## src/rtl/exr_pkg.sv

```systemverilog
package exr_pkg;
  localparam int NSRC     = 4;
  localparam int SRC_SABT = 0;  // index order is the priority order
  localparam int SRC_AERR = 1;
  localparam int SRC_FIQ  = 2;
  localparam int SRC_IRQ  = 3;

  typedef enum logic [1:0] {
    VC_SYNC = 2'b00,
    VC_IRQ  = 2'b01,
    VC_FIQ  = 2'b10,
    VC_AERR = 2'b11
  } vec_cls_e;

  typedef struct packed {
    logic irq;
    logic fiq;
    logic abt;
    logic nomask;
    logic abt_vec_async;
  } route_cfg_t;

  // asynchronous error: off without routing; at monitor level obeys mask unless nomask
  function automatic logic aerr_ok(logic route_abt, logic at_top, logic pmask, logic nomask);
    return route_abt & (~at_top | ~pmask | nomask);
  endfunction

  // synchronous abort: always at monitor level, below it only when routed
  function automatic logic sabt_ok(logic route_abt, logic at_top);
    return route_abt | at_top;
  endfunction

  function automatic vec_cls_e vec_of(logic [NSRC-1:0] grant, logic abt_vec_async);
    vec_cls_e v;
    v = VC_SYNC;
    if (grant[SRC_SABT])      v = abt_vec_async ? VC_AERR : VC_SYNC;
    else if (grant[SRC_AERR]) v = VC_AERR;
    else if (grant[SRC_FIQ])  v = VC_FIQ;
    else if (grant[SRC_IRQ])  v = VC_IRQ;
    return v;
  endfunction
endpackage

```

## src/rtl/exr_qualify.sv

```systemverilog
module exr_qualify
  import exr_pkg::*;
#(
  parameter int LVL_W = 2
) (
  input  logic [LVL_W-1:0] cur_lvl,
  input  logic             pmask_abt,
  input  logic [NSRC-1:0]  req,
  input  route_cfg_t       cfg,
  output logic             at_top,
  output logic [NSRC-1:0]  elig
);
  localparam logic [LVL_W-1:0] TOP_LVL = {LVL_W{1'b1}};

  always_comb begin
    at_top         = (cur_lvl == TOP_LVL);
    elig           = '0;
    elig[SRC_SABT] = req[SRC_SABT] & sabt_ok(cfg.abt, at_top);
    elig[SRC_AERR] = req[SRC_AERR] & aerr_ok(cfg.abt, at_top, pmask_abt, cfg.nomask);
    elig[SRC_FIQ]  = req[SRC_FIQ]  & cfg.fiq;
    elig[SRC_IRQ]  = req[SRC_IRQ]  & cfg.irq;
  end
endmodule

```

## src/rtl/exr_arbiter.sv

```systemverilog
module exr_arbiter
  import exr_pkg::*;
(
  input  logic [NSRC-1:0] elig,
  output logic [NSRC-1:0] grant
);
  // blocked[i] is high when any higher-priority source (lower index) is eligible
  logic [NSRC:0] blocked;
  assign blocked[0] = 1'b0;

  for (genvar i = 0; i < NSRC; i++) begin : g_pri
    assign grant[i]     = elig[i] & ~blocked[i];
    assign blocked[i+1] = blocked[i] | elig[i];
  end
endmodule

```

## src/rtl/exr_route_top.sv

```systemverilog
module exr_route_top
  import exr_pkg::*;
#(
  parameter int LVL_W = 2
) (
  input  logic             clk,
  input  logic             rst_n,
  input  logic [LVL_W-1:0] cur_lvl,
  input  logic             pmask_abt,
  input  logic             req_irq,
  input  logic             req_fiq,
  input  logic             req_aerr,
  input  logic             req_sabt,
  input  logic             route_irq,
  input  logic             route_fiq,
  input  logic             route_abt,
  input  logic             abt_nomask,
  input  logic             abt_vec_async,
  output logic             take_sabt,
  output logic             take_aerr,
  output logic             take_fiq,
  output logic             take_irq,
  output logic [1:0]       vec_cls
);
  route_cfg_t      cfg;
  logic [NSRC-1:0] req_vec;
  logic [NSRC-1:0] elig;
  logic [NSRC-1:0] grant;
  logic            at_top;
  logic [NSRC-1:0] take_q;
  vec_cls_e        vec_q;

  always_comb begin
    cfg               = '{irq: route_irq, fiq: route_fiq, abt: route_abt,
                          nomask: abt_nomask, abt_vec_async: abt_vec_async};
    req_vec           = '0;
    req_vec[SRC_SABT] = req_sabt;
    req_vec[SRC_AERR] = req_aerr;
    req_vec[SRC_FIQ]  = req_fiq;
    req_vec[SRC_IRQ]  = req_irq;
  end

  exr_qualify #(.LVL_W(LVL_W)) u_qual (
    .cur_lvl  (cur_lvl),
    .pmask_abt(pmask_abt),
    .req      (req_vec),
    .cfg      (cfg),
    .at_top   (at_top),
    .elig     (elig)
  );

  exr_arbiter u_arb (
    .elig (elig),
    .grant(grant)
  );

  always_ff @(posedge clk or negedge rst_n) begin
    if (!rst_n) begin
      take_q <= '0;
      vec_q  <= VC_SYNC;
    end else begin
      take_q <= grant;
      vec_q  <= vec_of(grant, cfg.abt_vec_async);
    end
  end

  assign take_sabt = take_q[SRC_SABT];
  assign take_aerr = take_q[SRC_AERR];
  assign take_fiq  = take_q[SRC_FIQ];
  assign take_irq  = take_q[SRC_IRQ];
  assign vec_cls   = vec_q;

  // ---------------- assertions ----------------
  assert_irq_route_R2: assert property (@(posedge clk) disable iff (!rst_n)
    take_irq |-> $past(req_irq & route_irq));

  assert_fiq_route_R3: assert property (@(posedge clk) disable iff (!rst_n)
    take_fiq |-> $past(req_fiq & route_fiq));

  assert_aerr_gate_R4: assert property (@(posedge clk) disable iff (!rst_n)
    take_aerr |-> $past(route_abt));

  assert_aerr_held_R5: assert property (@(posedge clk) disable iff (!rst_n)
    (req_aerr & route_abt & at_top & pmask_abt & ~abt_nomask) |=> !take_aerr);

  assert_sabt_top_R6: assert property (@(posedge clk) disable iff (!rst_n)
    (req_sabt & at_top) |=> take_sabt);

  assert_sabt_vec_R7: assert property (@(posedge clk) disable iff (!rst_n)
    take_sabt |-> (vec_cls == ($past(abt_vec_async) ? 2'b11 : 2'b00)));

  assert_one_take_R9: assert property (@(posedge clk) disable iff (!rst_n)
    $onehot0({take_sabt, take_aerr, take_fiq, take_irq}));

  assert_idle_vec_R8: assert property (@(posedge clk) disable iff (!rst_n)
    !(take_sabt | take_aerr | take_fiq | take_irq) |-> (vec_cls == 2'b00));
endmodule

```

## config.mk

```make
export PLATFORM = sky130hd
export DESIGN_NAME = exr_route_top
export DESIGN_NICKNAME = d
export VERILOG_FILES = /design/src/rtl/exr_pkg.sv /design/src/rtl/exr_qualify.sv /design/src/rtl/exr_arbiter.sv /design/src/rtl/exr_route_top.sv
export SDC_FILE = /design/constraint.sdc
export NUM_CORES = 1
export LEC_CHECK = 0
export ABC_AREA = 1
export BUFFER_PORTS_ARGS = -buffer_cell sky130_fd_sc_hd__buf_2
export CAP_MARGIN = 0
export CORE_AREA = 10 10 47 49
export DETAILED_ROUTE_END_ITERATION = 12
export DIE_AREA = 0 0 57 59
export SLEW_MARGIN = 20
export SYNTH_ARGS = -nofsm -noshare
export SYNTH_HDL_FRONTEND = slang
export SYNTH_SLANG_ARGS = --single-unit
```

## constraint.sdc

```tcl
create_clock -name clk -period 0.8 [get_ports clk]
set_input_delay 0.04 -clock clk [delete_from_list [all_inputs] [get_ports clk]]
set_output_delay 0.04 -clock clk [all_outputs]
set_load 0.02 [all_outputs]
```

# ---- Yosys cells after proc, flatten, opt, wreduce, memory -nomap -nowiden
# Cells that the tools add are included.
dict set report totals {
  reg_bits 6
  wordCells 26
  out_inout_bits 6
  in_bits 14
}
dict set report classes {
  n_mux 5
  n_bitwise 18
  n_eq_ne 1
}
# operator n
set op_table {}
lappend op_table {{bitwise AND 1 bit} 8}
lappend op_table {{2-to-1 mux 2 bit} 4}
lappend op_table {{inverter 1 bit} 5}
lappend op_table {{OR 1 bit} 5}
lappend op_table {{== test 2 bit, second input constant} 1}
lappend op_table {{2-to-1 mux 1 bit} 1}

# ---- Longest topological paths before layout
# Gate-level depths: netlist (run 1).
dict set report depth {
  word_depth 14
  ltp_mapped 6
}

# ---- Modules after synthesis
# Synthesis (run 1) repeated with hierarchy kept, for this count alone.
dict set report unflattened {
  cells_unflattened 38
  hier_area_um2 285.3
}
# module cells_each seq_area_each_um2 area_each_um2 instances
set modules_own_cells {}
lappend modules_own_cells {exr_route_top 16 150.1 188.9 1}
lappend modules_own_cells {exr_qualify 13 0.0 58.8 1}
lappend modules_own_cells {exr_arbiter 9 0.0 37.5 1}

# ---- Least setup slack after synthesis (run 1)
# Ideal clock, no wire load.
dict set report synth_path {
  kind {input-to-reg}
  from {input port cur_lvl[1]}
  to {register vec_q[0] (netlist: vec_cls[0])}
  slack_ps 336
  arrival_time_ps 339
  cell_stages 5
  path_buffers 0
  setup_ps 125
  path_cell_list {nand2_2 -> nand2_2 -> nand2_4 -> nand2_1 -> nand3_1}
}
dict set report synth_between {
  elab_chain_len 14
  word_cells_on_any_way 20
  cone_classes {eq/ne (1); mux (4); bitwise (15)}
}
# item line
set synth_lines {}
lappend synth_lines {{start: declaration} exr_route_top.sv:8} ;# input logic [LVL_W-1:0] cur_lvl,
lappend synth_lines {{== test 2 bit *} exr_qualify.sv:16} ;# at_top = (cur_lvl == TOP_LVL);
lappend synth_lines {{inverter 1 bit} exr_pkg.sv:25} ;# return route_abt & (~at_top | ~pmask | nomask);
lappend synth_lines {{OR 1 bit (2 in a row)} exr_pkg.sv:25}
lappend synth_lines {{bitwise AND 1 bit} exr_pkg.sv:25}
lappend synth_lines {{bitwise AND 1 bit} exr_qualify.sv:19} ;# elig[SRC_AERR] = req[SRC_AERR] & aerr_ok(cfg.abt, at_top, pmask_abt, cfg.nomask);
lappend synth_lines {{OR 1 bit (2 in a row)} exr_arbiter.sv:13} ;# assign blocked[i+1] = blocked[i] | elig[i];
lappend synth_lines {{inverter 1 bit} exr_arbiter.sv:12} ;# assign grant[i] = elig[i] & ~blocked[i];
lappend synth_lines {{bitwise AND 1 bit} exr_arbiter.sv:12}
lappend synth_lines {{2-to-1 mux 1 bit} exr_pkg.sv:39} ;# else if (grant[SRC_IRQ]) v = VC_IRQ;
lappend synth_lines {{2-to-1 mux 2 bit} exr_pkg.sv:38} ;# else if (grant[SRC_FIQ]) v = VC_FIQ;
lappend synth_lines {{2-to-1 mux 2 bit} exr_pkg.sv:37} ;# else if (grant[SRC_AERR]) v = VC_AERR;
lappend synth_lines {{2-to-1 mux 2 bit *} exr_pkg.sv:36} ;# if (grant[SRC_SABT]) v = abt_vec_async ? VC_AERR : VC_SYNC;
lappend synth_lines {{end signal: assignment} exr_route_top.sv:63} ;# vec_q <= vec_of(grant, cfg.abt_vec_async);
lappend synth_lines {{end: declaration} exr_route_top.sv:31} ;# vec_cls_e vec_q;
# Every way passes the cells marked *; elsewhere a longest branch is shown, timed or not.

# ---- Worst setup path in the final report (run 1)
dict set report layout_path {
  from {register take_q[1]}
  to {output port take_aerr}
}
# item line
set layout_rtl {}
lappend layout_rtl {{start: declaration} exr_route_top.sv:30} ;# logic [NSRC-1:0] take_q;
lappend layout_rtl {{start signal: assignment} exr_route_top.sv:62} ;# take_q <= grant;
lappend layout_rtl {{end: declaration} exr_route_top.sv:20} ;# output logic take_aerr,
# No word-level cell between the ends.

==> results of run 1 <==
per-stage QoR:
step	cell area (um^2)	setup WS [ps]	setup TNS [ps]	std cells	utilization, %
after global placement	395	200	0	67	28.2
after detailed placement	395	194	0	67	28.2
after global routing	465	-24.7	-43.3	71	33.2
after floorplan	280	336	0	32	-
final	465	18.0	0	71	33.2
after CTS	428	6.24	0	71	30.5
sequential cells by signal, summed over array words and instances (netlist names):
register  flops
take_q        4
vec_cls       2
what timing repair did:
item                       CTS  global route
setup endpoints to repair    0             6
hold buffers                 1             0
gates resized for setup      0            12
hold endpoints to repair     6             0
layout by cell type (no fill, tap or decap):
master and n:
buf_6 6, buf_2 13, clkbuf_4 3, nand2_1 6, nand2_4 1, nand3_2 1
inv_1 8, nand2_2 3, dfrtp_1 6, dlygate4sd3_1 1, nand3_1 3, nor2_4 1
nor2_1 3
worst paths after layout:
check | startpoint | slack (ps) | to
min in group asynchronous | rst_n | 150 | take_q[1]
max in group asynchronous | rst_n | 520 | take_q[3]
setup / recovery | take_q[1] | 20 | take_aerr
hold / removal | req_sabt | 50 | take_q[0]
power by group:
| part | switching [mW] | internal (mW) |
|---|---|---|
| clock | 0.0985 | 0.169 |
| combinational | 0.0855 | 0.0860 |
| sequential | 0.00914 | 0.326 |
| total | 0.193 | 0.581 |
routing by layer:
| layer | up-vias | part of all wire, % | GRT usage, % |
|---|---|---|---|
| met1 | 104 | 45 | 4.21 |
| met5 | - | 0 | 0 |
| met4 | 0 | 3.3 | 5.03 |
| met3 | 2 | 10 | 1.93 |
| li1 | 139 | - | - |
| met2 | 16 | 41 | 5.43 |
final cells by class:
cell class	count	area share (%)
inverter	8	6.45
timing repair buffer	20	30.6
clock buffer	3	4.84
sequential	6	32.3
multi-input combinational	18	21.5
tap	16	4.30
cells by family after synthesis:
logic type             Yosys count  share of synthesized area (%)
and+or+nand+nor                 18                           35.7
DFF                              6                           53.6
buffers and inverters            8                           10.7
==> results_tabular.tex, run 1 <==
\begin{tabular}{lr}
\hline
Metric & Value \\
\hline
\multicolumn{2}{l}{\textbf{Critical path}} \\
Critical path's slowest cell & dfrtp\_1 \\
List of cells traversed by the critical path & buf\_6 \\
Crit-path max FO & 1 \\
Element type at the critical path end & output port \\
Worst setup path class & flip-flop to output port \\
Largest stage delay, worst path & 370 ps \\
Data arrival time of the critical path & 740 ps \\
Crit path launch type & flip-flop \\
Required time of the worst setup path & 760 ps \\
Critical path buffers and inverters & 1 \\
Worst path depth & 1 \\
CP top delay family & flip-flops \\
\multicolumn{2}{l}{\textbf{Timing}} \\
Final hold violation count & 0 \\
Period Utilization, post-route & 97.8\% \\
Unrepaired setup endpoints after global routing & true \\
Total of endpoints with negative setup slack in the final report & 0 \\
Fmax & 1280 MHz \\
Slew at the pin closest to its max-slew limit & 127 ps \\
Worst hold margin & 49.3 ps \\
Max-slew violation count & 0 \\
Minimum clock period after layout & 782 ps \\
Headroom to the max-slew limit & 91.5\% \\
\multicolumn{2}{l}{\textbf{Floorplanning}} \\
Area inside the core boundary & 1400 um\^{}2 \\
Die X-Extent & 57 um \\
Effective utilization at floorplan & 20.0\% \\
Vertical die dimension & 59 um \\
DIE AREA & 3360 um\^{}2 \\
I/O pin total & 20 \\
Number of placement rows & 14 \\
\multicolumn{2}{l}{\textbf{Synth}} \\
Number of flops mapped to enable cells by yosys & 0 \\
Most common cell in the netlist & inv\_1 \\
Fraction of synthesized cell area taken by the top area cell type & 53.6\% \\
Primary flip-flop cell chosen by synthesis mapping & dfrtp\_1 \\
Register area share after synthesis & 53.6\% \\
Cell type contributing the most total cell area after synthesis & dfrtp\_1 \\
Register bit count reported by yosys & 6 \\
Instance count of the mapped netlist & 32 \\
Netlist Area Pre-Place & 280 um\^{}2 \\
Number of warnings reported in the yosys synthesis log & 0 \\
Top cells by instance count after synthesis & 8 x inv\_1, 6 x dfrtp\_1, 6 x nand2\_1 \\
Net count of the mapped netlist & 46 \\
Ys async rst share & 100\% \\
Number of distinct standard cells referenced by the synthesized netlist & 9 \\
Largest cells by area after synthesis & dfrtp\_1 54\%, inv\_1 11\%, nand2\_1 8.0\% \\
Avg Synthesized Cell Area & 8.76 um\^{}2 \\
\multicolumn{2}{l}{\textbf{Power and ir drop}} \\
Power density normalized to cell area & 1660 nW/um\^{}2 \\
VDD IR max & 0.000322 V \\
Total power of the final layout & 774 uW \\
Leakage power figure & 0.288 nW \\
\multicolumn{2}{l}{\textbf{Clock network}} \\
TritonCTS clock tree & done \\
Clock slew seen by the registers of the worst setup and hold paths & 40 ps \\
Post-CTS Setup Repair Bufs & 0 \\
H-Tree Depth & 1 \\
Clock buffers created by TritonCTS & 3 \\
TritonCTS Sinks & 6 \\
Root buffer selected by CTS & clkbuf\_4 \\
Worst-case clock buffer depth & 2 \\
\multicolumn{2}{l}{\textbf{Route}} \\
Remaining antenna violation count & 0 \\
Via-per-instance ratio & 3.68 \\
Total DRC errors in the routed layout & 0 \\
First-iteration detailed-routing DRC count & 1 \\
Routed via count & 261 \\
Routed length per placed instance & 8.86 um \\
Drt pass-1 iters & 4 \\
Detailed Route WL & 629 um \\
\multicolumn{2}{l}{\textbf{Finish}} \\
Count of antenna diodes in the layout & 0 \\
Layout cell share with drive strength beyond 1 & 50.9\% \\
Sequential standard cell area & 150 um\^{}2 \\
Layout Nets & 71 \\
Multi-input combinational cell area & 100 um\^{}2 \\
Synth-to-Final Area Change & 66.1\% \\
Layout filler cell count & 166 \\
\multicolumn{2}{l}{\textbf{Worst hold path}} \\
Path category of the worst min-delay check & input pin to flip-flop \\
Count of cells along the worst hold path & 3 \\
\multicolumn{2}{l}{\textbf{Run status}} \\
Status & finished, final reports clean \\
\multicolumn{2}{l}{\textbf{Placed design}} \\
Gpl congestion & 0.769 \\
Port Buf Inserts & 19 \\
\multicolumn{2}{l}{\textbf{Global routing}} \\
Maximum number of pins on one net before global-route repair & 7 \\
Grt total ovfl & 0 \\
Number of global-route vias before repair & 298 \\
Global-route wire length before repair & 1.08 mm \\
Overall track demand over capacity in global routing & 4.08\% \\
Antenna violations before repair & 0 \\
\multicolumn{2}{l}{\textbf{Run}} \\
Number of maximum-capacitance violations & 0 \\
\hline
\end{tabular}
(Power assumes the default switching activity.)
==> inputs of run 2 (changes only) <==
--- a/config.mk
+++ b/config.mk
@@ -8,9 +8,12 @@
 export ABC_AREA = 1
 export BUFFER_PORTS_ARGS = -buffer_cell sky130_fd_sc_hd__buf_2
 export CAP_MARGIN = 0
-export CORE_AREA = 10 10 47 49
+export CELL_PAD_IN_SITES_DETAIL_PLACEMENT = 1
+export CELL_PAD_IN_SITES_GLOBAL_PLACEMENT = 2
+export CORE_MARGIN = 10
+export CORE_UTILIZATION = 18
 export DETAILED_ROUTE_END_ITERATION = 12
-export DIE_AREA = 0 0 57 59
+export PLACE_DENSITY_LB_ADDON = 0.1
 export SLEW_MARGIN = 20
 export SYNTH_ARGS = -nofsm -noshare
 export SYNTH_HDL_FRONTEND = slang
==> run 2 against run 1 <==
- critical path depth unchanged
- die area grew 5.1%
- maximum frequency decreased by 0.69%
- sequential cell count unchanged
- final cell count unchanged
- total power is 0.36% higher
- clock power rose by 2%
- worst hold slack improved by 4.1 ps
- largest cell class unchanged
==> results_tabular.tex, run 2 (synthesis results as in run 1) <==
\begin{tabular}{lr}
\hline
Metric & Value \\
\hline
\multicolumn{2}{l}{\textbf{Finish}} \\
Final Non-Filler Cells & 71 \\
Flip-flop count of the largest register, all copies and words added & 4 \\
Layout filler cell count & 184 \\
Layout cell share with drive strength beyond 1 & 50.9\% \\
Post-route design area & 459 um\^{}2 \\
Post-layout util & 30.8\% \\
Synth-to-Final Area Change & 63.8\% \\
Layout Nets & 71 \\
Largest register by flop count & take\_q \\
Leading cell type in the layout, fill and taps excluded & buf\_2 \\
Count of antenna diodes in the layout & 0 \\
Most frequent cells in the layout & 14 x buf\_2, 8 x inv\_1, 6 x nand2\_1, 6 x dfrtp\_1, 5 x buf\_6 \\
\multicolumn{2}{l}{\textbf{Floorplanning}} \\
DIE AREA & 3540 um\^{}2 \\
Die X-Extent & 59.5 um \\
Effective utilization at floorplan & 18.8\% \\
I/O pin total & 20 \\
Area inside the core boundary & 1490 um\^{}2 \\
Number of placement rows & 14 \\
Vertical die dimension & 59.5 um \\
\multicolumn{2}{l}{\textbf{Power and ir drop}} \\
Leakage power figure & 0.286 nW \\
Power density normalized to cell area & 1690 nW/um\^{}2 \\
VDD IR max & 0.000364 V \\
Total power of the final layout & 777 uW \\
\multicolumn{2}{l}{\textbf{Timing}} \\
Final hold violation count & 0 \\
Period Utilization, post-route & 98.4\% \\
Headroom to the max-slew limit & 91.4\% \\
Minimum clock period after layout & 787 ps \\
Fmax & 1270 MHz \\
Total of endpoints with negative setup slack in the final report & 0 \\
Max-slew violation count & 0 \\
Slew at the pin closest to its max-slew limit & 129 ps \\
Unrepaired setup endpoints after global routing & true \\
\multicolumn{2}{l}{\textbf{Global routing}} \\
Number of global-route vias before repair & 304 \\
Overall track demand over capacity in global routing & 4.80\% \\
Grt total ovfl & 0 \\
Antenna violations before repair & 0 \\
Global-route wire length before repair & 1.24 mm \\
Maximum number of pins on one net before global-route repair & 7 \\
\multicolumn{2}{l}{\textbf{Placed design}} \\
Total instance count after detailed placement & 67 \\
Gpl congestion & 0.654 \\
Port Buf Inserts & 19 \\
DP HPWL & 684 um \\
Placed Instance Area & 395 um\^{}2 \\
\multicolumn{2}{l}{\textbf{Critical path}} \\
Largest stage delay, worst path & 370 ps \\
Worst path depth & 1 \\
Worst setup path class & flip-flop to output port \\
Crit path launch type & flip-flop \\
Element type at the critical path end & output port \\
Data arrival time of the critical path & 750 ps \\
List of cells traversed by the critical path & buf\_6 \\
Required time of the worst setup path & 760 ps \\
CP top delay family & flip-flops \\
Critical path buffers and inverters & 1 \\
Critical path's slowest cell & dfrtp\_1 \\
Crit-path max FO & 1 \\
\multicolumn{2}{l}{\textbf{Clock network}} \\
Worst-case clock buffer depth & 2 \\
Root buffer selected by CTS & clkbuf\_4 \\
H-Tree Depth & 1 \\
Clock slew seen by the registers of the worst setup and hold paths & 40 ps \\
Post-CTS Setup Repair Bufs & 0 \\
TritonCTS Sinks & 6 \\
Clock buffers created by TritonCTS & 3 \\
TritonCTS clock tree & done \\
\multicolumn{2}{l}{\textbf{Route}} \\
Total DRC errors in the routed layout & 0 \\
First-iteration detailed-routing DRC count & 0 \\
Via-per-instance ratio & 3.77 \\
Routed length per placed instance & 10.4 um \\
Routed via count & 268 \\
Remaining antenna violation count & 0 \\
Detailed Route WL & 740 um \\
Drt pass-1 iters & 1 \\
\multicolumn{2}{l}{\textbf{Worst hold path}} \\
Count of cells along the worst hold path & 3 \\
Path category of the worst min-delay check & input pin to flip-flop \\
\multicolumn{2}{l}{\textbf{Run status}} \\
Status & finished, final reports clean \\
\multicolumn{2}{l}{\textbf{Run}} \\
Number of maximum-capacitance violations & 0 \\
\hline
\end{tabular}
[run 2: power breakdown]
part	switching (mW)	internal (mW)	leakage, nW	total (mW)
combinational	0.0868	0.0822	0.195	0.169
sequential	0.00937	0.326	0.0772	0.335
clock	0.103	0.169	0.0138	0.273
total	0.200	0.577	0.286	0.777
[run 2: area by class of cell]
cell class	count	area, um^2	share of cell area, %
clock buffer	3	22.5	4.90
inverter	8	30.0	6.54
timing repair buffer	20	136	29.7
tap	16	20.0	4.36
multi-input combinational	18	100	21.8
sequential	6	150	32.7
[run 2: metal layers]
| metal | vias up | share of wire [%] | GRT usage, % |
|---|---|---|---|
| li1 | 139 | - | - |
| met1 | 108 | 37 | 4.48 |
| met2 | 19 | 35 | 5.05 |
| met3 | 2 | 25 | 5.58 |
| met4 | 0 | 2.8 | 4.92 |
| met5 | - | 0 | 0 |
[run 2: path summary, 6_finish.rpt]
path,startpoint,end
max in group asynchronous,rst_n,take_q[3]
worst max-delay path,take_q[3],take_irq
min in group asynchronous,rst_n,take_q[1]
worst min-delay path,req_sabt,take_q[0]
[run 2: through the flow]
step | worst slack [ps] | hold slack, ps | TNS [ps]
2_1_floorplan | 336 | -256 | 0
3_3_place_gp | 182 | -140 | 0
3_5_place_dp | 179 | -133 | 0
4_1_cts | -1.81 | 50.8 | -2.84
5_1_grt | -2.50 | 65.8 | -4.42
6_report | 12.6 | 53.4 | 0
[run 2: what timing repair did]
| action | CTS | global route |
|---|---|---|
| endpoints found under the hold margin | 6 | 0 |
| hold buffers | 1 | 0 |
| endpoints found under the setup margin | 3 | 3 |
| gates resized for setup | 6 | 4 |
==> inputs of run 3 (changes only) <==
--- a/config.mk
+++ b/config.mk
@@ -11,10 +11,11 @@
 export CELL_PAD_IN_SITES_DETAIL_PLACEMENT = 1
 export CELL_PAD_IN_SITES_GLOBAL_PLACEMENT = 2
 export CORE_MARGIN = 10
-export CORE_UTILIZATION = 18
+export CORE_UTILIZATION = 17
 export DETAILED_ROUTE_END_ITERATION = 12
 export PLACE_DENSITY_LB_ADDON = 0.1
 export SLEW_MARGIN = 20
 export SYNTH_ARGS = -nofsm -noshare
 export SYNTH_HDL_FRONTEND = slang
+export SYNTH_HIERARCHICAL = 1
 export SYNTH_SLANG_ARGS = --single-unit
==> run 3 against run 2 <==
- clock power decreased by 3%
- die area grew 4.2%
- sequential share of layout area decreased by 2.0 points
- synthesized area is 0.45% higher
- non-clock buffer count grew 4
- via count up 7.5%
- utilization grew 0.90 points
- synthesized cell count rose by 16%
- worst setup slack improved by 9.7 ps
- critical endpoint is now vec_cls[0]
==> results_tabular.tex, run 3 <==
\begin{tabular}{lr}
\hline
Metric & Value \\
\hline
\multicolumn{2}{l}{\textbf{Run}} \\
Number of maximum-capacitance violations & 0 \\
\multicolumn{2}{l}{\textbf{Timing}} \\
Minimum clock period after layout & 778 ps \\
Worst Setup Slack, final & 22.3 ps \\
Slew at the pin closest to its max-slew limit & 168 ps \\
Total of endpoints with negative setup slack in the final report & 0 \\
Fmax & 1290 MHz \\
Period Utilization, post-route & 97.2\% \\
Headroom to the max-slew limit & 88.7\% \\
Final hold violation count & 0 \\
Unrepaired setup endpoints after global routing & true \\
Max-slew violation count & 0 \\
Worst hold margin & 26.9 ps \\
\multicolumn{2}{l}{\textbf{Critical path}} \\
Crit path launch type & flip-flop \\
Element type at the critical path end & output port \\
Largest stage delay, worst path & 350 ps \\
Critical path buffers and inverters & 1 \\
Critical path's slowest cell & dfrtp\_1 \\
List of cells traversed by the critical path & buf\_2 \\
Worst Setup SP & vec\_cls[0] \\
Worst setup path class & flip-flop to output port \\
Crit-path max FO & 1 \\
Worst path depth & 1 \\
CP top delay family & flip-flops \\
Required time of the worst setup path & 760 ps \\
Destination of the critical timing path & vec\_cls[0] \\
Data arrival time of the critical path & 740 ps \\
\multicolumn{2}{l}{\textbf{Finish}} \\
Synth-to-Final Area Change & 73.8\% \\
Flip-flop count of the largest register, all copies and words added & 4 \\
Most frequent cells in the layout & 15 x buf\_2, 11 x nand2\_1, 9 x inv\_1 \\
Layout filler cell count & 199 \\
Count of antenna diodes in the layout & 0 \\
Layout cell share with drive strength beyond 1 & 49.2\% \\
Multi-input combinational cell area & 98.8 um\^{}2 \\
Largest register by flop count & take\_q \\
Sequential standard cell area & 150 um\^{}2 \\
Layout Nets & 79 \\
Leading cell type in the layout, fill and taps excluded & buf\_2 \\
\multicolumn{2}{l}{\textbf{Global routing}} \\
Antenna violations before repair & 0 \\
Overall track demand over capacity in global routing & 4.24\% \\
Grt total ovfl & 0 \\
Maximum number of pins on one net before global-route repair & 7 \\
Number of global-route vias before repair & 333 \\
Global-route wire length before repair & 1.22 mm \\
\multicolumn{2}{l}{\textbf{Synth}} \\
Net count of the mapped netlist & 51 \\
Netlist Area Pre-Place & 282 um\^{}2 \\
Instance count of the mapped netlist & 37 \\
Avg Synthesized Cell Area & 7.61 um\^{}2 \\
Number of warnings reported in the yosys synthesis log & 6 \\
\multicolumn{2}{l}{\textbf{Route}} \\
First-iteration detailed-routing DRC count & 1 \\
Remaining antenna violation count & 0 \\
Drt pass-1 iters & 2 \\
Routed via count & 288 \\
Detailed Route WL & 728 um \\
Total DRC errors in the routed layout & 0 \\
Routed length per placed instance & 9.22 um \\
Via-per-instance ratio & 3.65 \\
\multicolumn{2}{l}{\textbf{Power and ir drop}} \\
Share of power burned in registers & 42.8\% \\
Proportion of total power due to net switching & 24.6\% \\
VDD IR max & 0.000287 V \\
Power density normalized to cell area & 1590 nW/um\^{}2 \\
Switching power of the nets & 191 uW \\
Leakage power figure & 0.302 nW \\
Part of the total power dissipated in the clock network & 34.0\% \\
Internal power & 585 uW \\
Gate power share & 23.2\% \\
\multicolumn{2}{l}{\textbf{Placed design}} \\
Post-placement worst setup slack & -270 ps \\
Gpl congestion & 0.586 \\
Port Buf Inserts & 19 \\
\multicolumn{2}{l}{\textbf{Floorplanning}} \\
Die X-Extent & 60.7 um \\
I/O pin total & 20 \\
Vertical die dimension & 60.7 um \\
Area inside the core boundary & 1540 um\^{}2 \\
DIE AREA & 3680 um\^{}2 \\
Effective utilization at floorplan & 18.3\% \\
Number of placement rows & 14 \\
\multicolumn{2}{l}{\textbf{Run status}} \\
Status & finished, final reports clean \\
\multicolumn{2}{l}{\textbf{Clock network}} \\
Clock slew seen by the registers of the worst setup and hold paths & 40 ps \\
H-Tree Depth & 1 \\
Clock buffers created by TritonCTS & 3 \\
TritonCTS Sinks & 6 \\
TritonCTS clock tree & done \\
Root buffer selected by CTS & clkbuf\_4 \\
Worst-case clock buffer depth & 2 \\
\multicolumn{2}{l}{\textbf{Worst hold path}} \\
Path category of the worst min-delay check & input pin to flip-flop \\
\hline
\end{tabular}
-- run 3: how the worst min path moves through the flow --
| stage | start | end | cells past startpoint |
|---|---|---|---|
| after floorplan | rst_n | take_q[0] | 0 |
| after global placement | rst_n | take_q[1] | 1 |
| after detailed placement | rst_n | take_q[2] | 1 |
| after CTS | abt_vec_async | vec_cls[0] | 3 |
| after global routing | abt_vec_async | vec_cls[0] | 3 |
| final | abt_vec_async | vec_cls[0] | 3 |
-- run 3: per-layer routing --
metal  up-vias  global-route usage [%]  routed length (um)
li1        154                       -                   -
met1       115                    4.72                 324
met2        19                    5.53                 280
met3         0                    2.51                 123
met4         0                    3.76                   0
met5         -                       0                   0
-- run 3: what timing repair did --
item	4_1_cts	5_1_grt
resized for setup	1	11
hold endpoints to repair	6	0
endpoints found under the setup margin	1	5
hold buffers	1	0
buffers inserted	0	1
pin swaps	0	2
-- run 3: layout make-up --
type / instances / area share [%]
Timing Repair Buffer: 24 / 32.7
Inverter: 10 / 7.67
Sequential cell: 6 / 30.7
Multi-Input combinational cell: 20 / 20.2
Tap cell: 16 / 4.09
Clock buffer: 3 / 4.60
-- run 3: through the flow --
stage / total power, mW / cell area (um^2) / util [%] / setup TNS (ps) / cells
floorplan: 0.412 / 282 / - / 0 / 37
global placement: 0.484 / 412 / 26.7 / -345 / 74
detailed placement: 0.487 / 412 / 26.7 / -394 / 74
CTS: 0.772 / 447 / 29.0 / 0 / 78
global route: 0.827 / 489 / 31.7 / -27.8 / 79
finish: 0.776 / 489 / 31.7 / 0 / 79
-- run 3: power by group through the flow --
stage               combinational, mW  clock, mW  sequential, mW
global route                    0.203      0.291           0.333
global placement                0.151          0           0.333
detailed placement              0.153          0           0.334
CTS                             0.158      0.284           0.329
floorplan                      0.0494          0           0.363
finish                          0.180      0.264           0.332
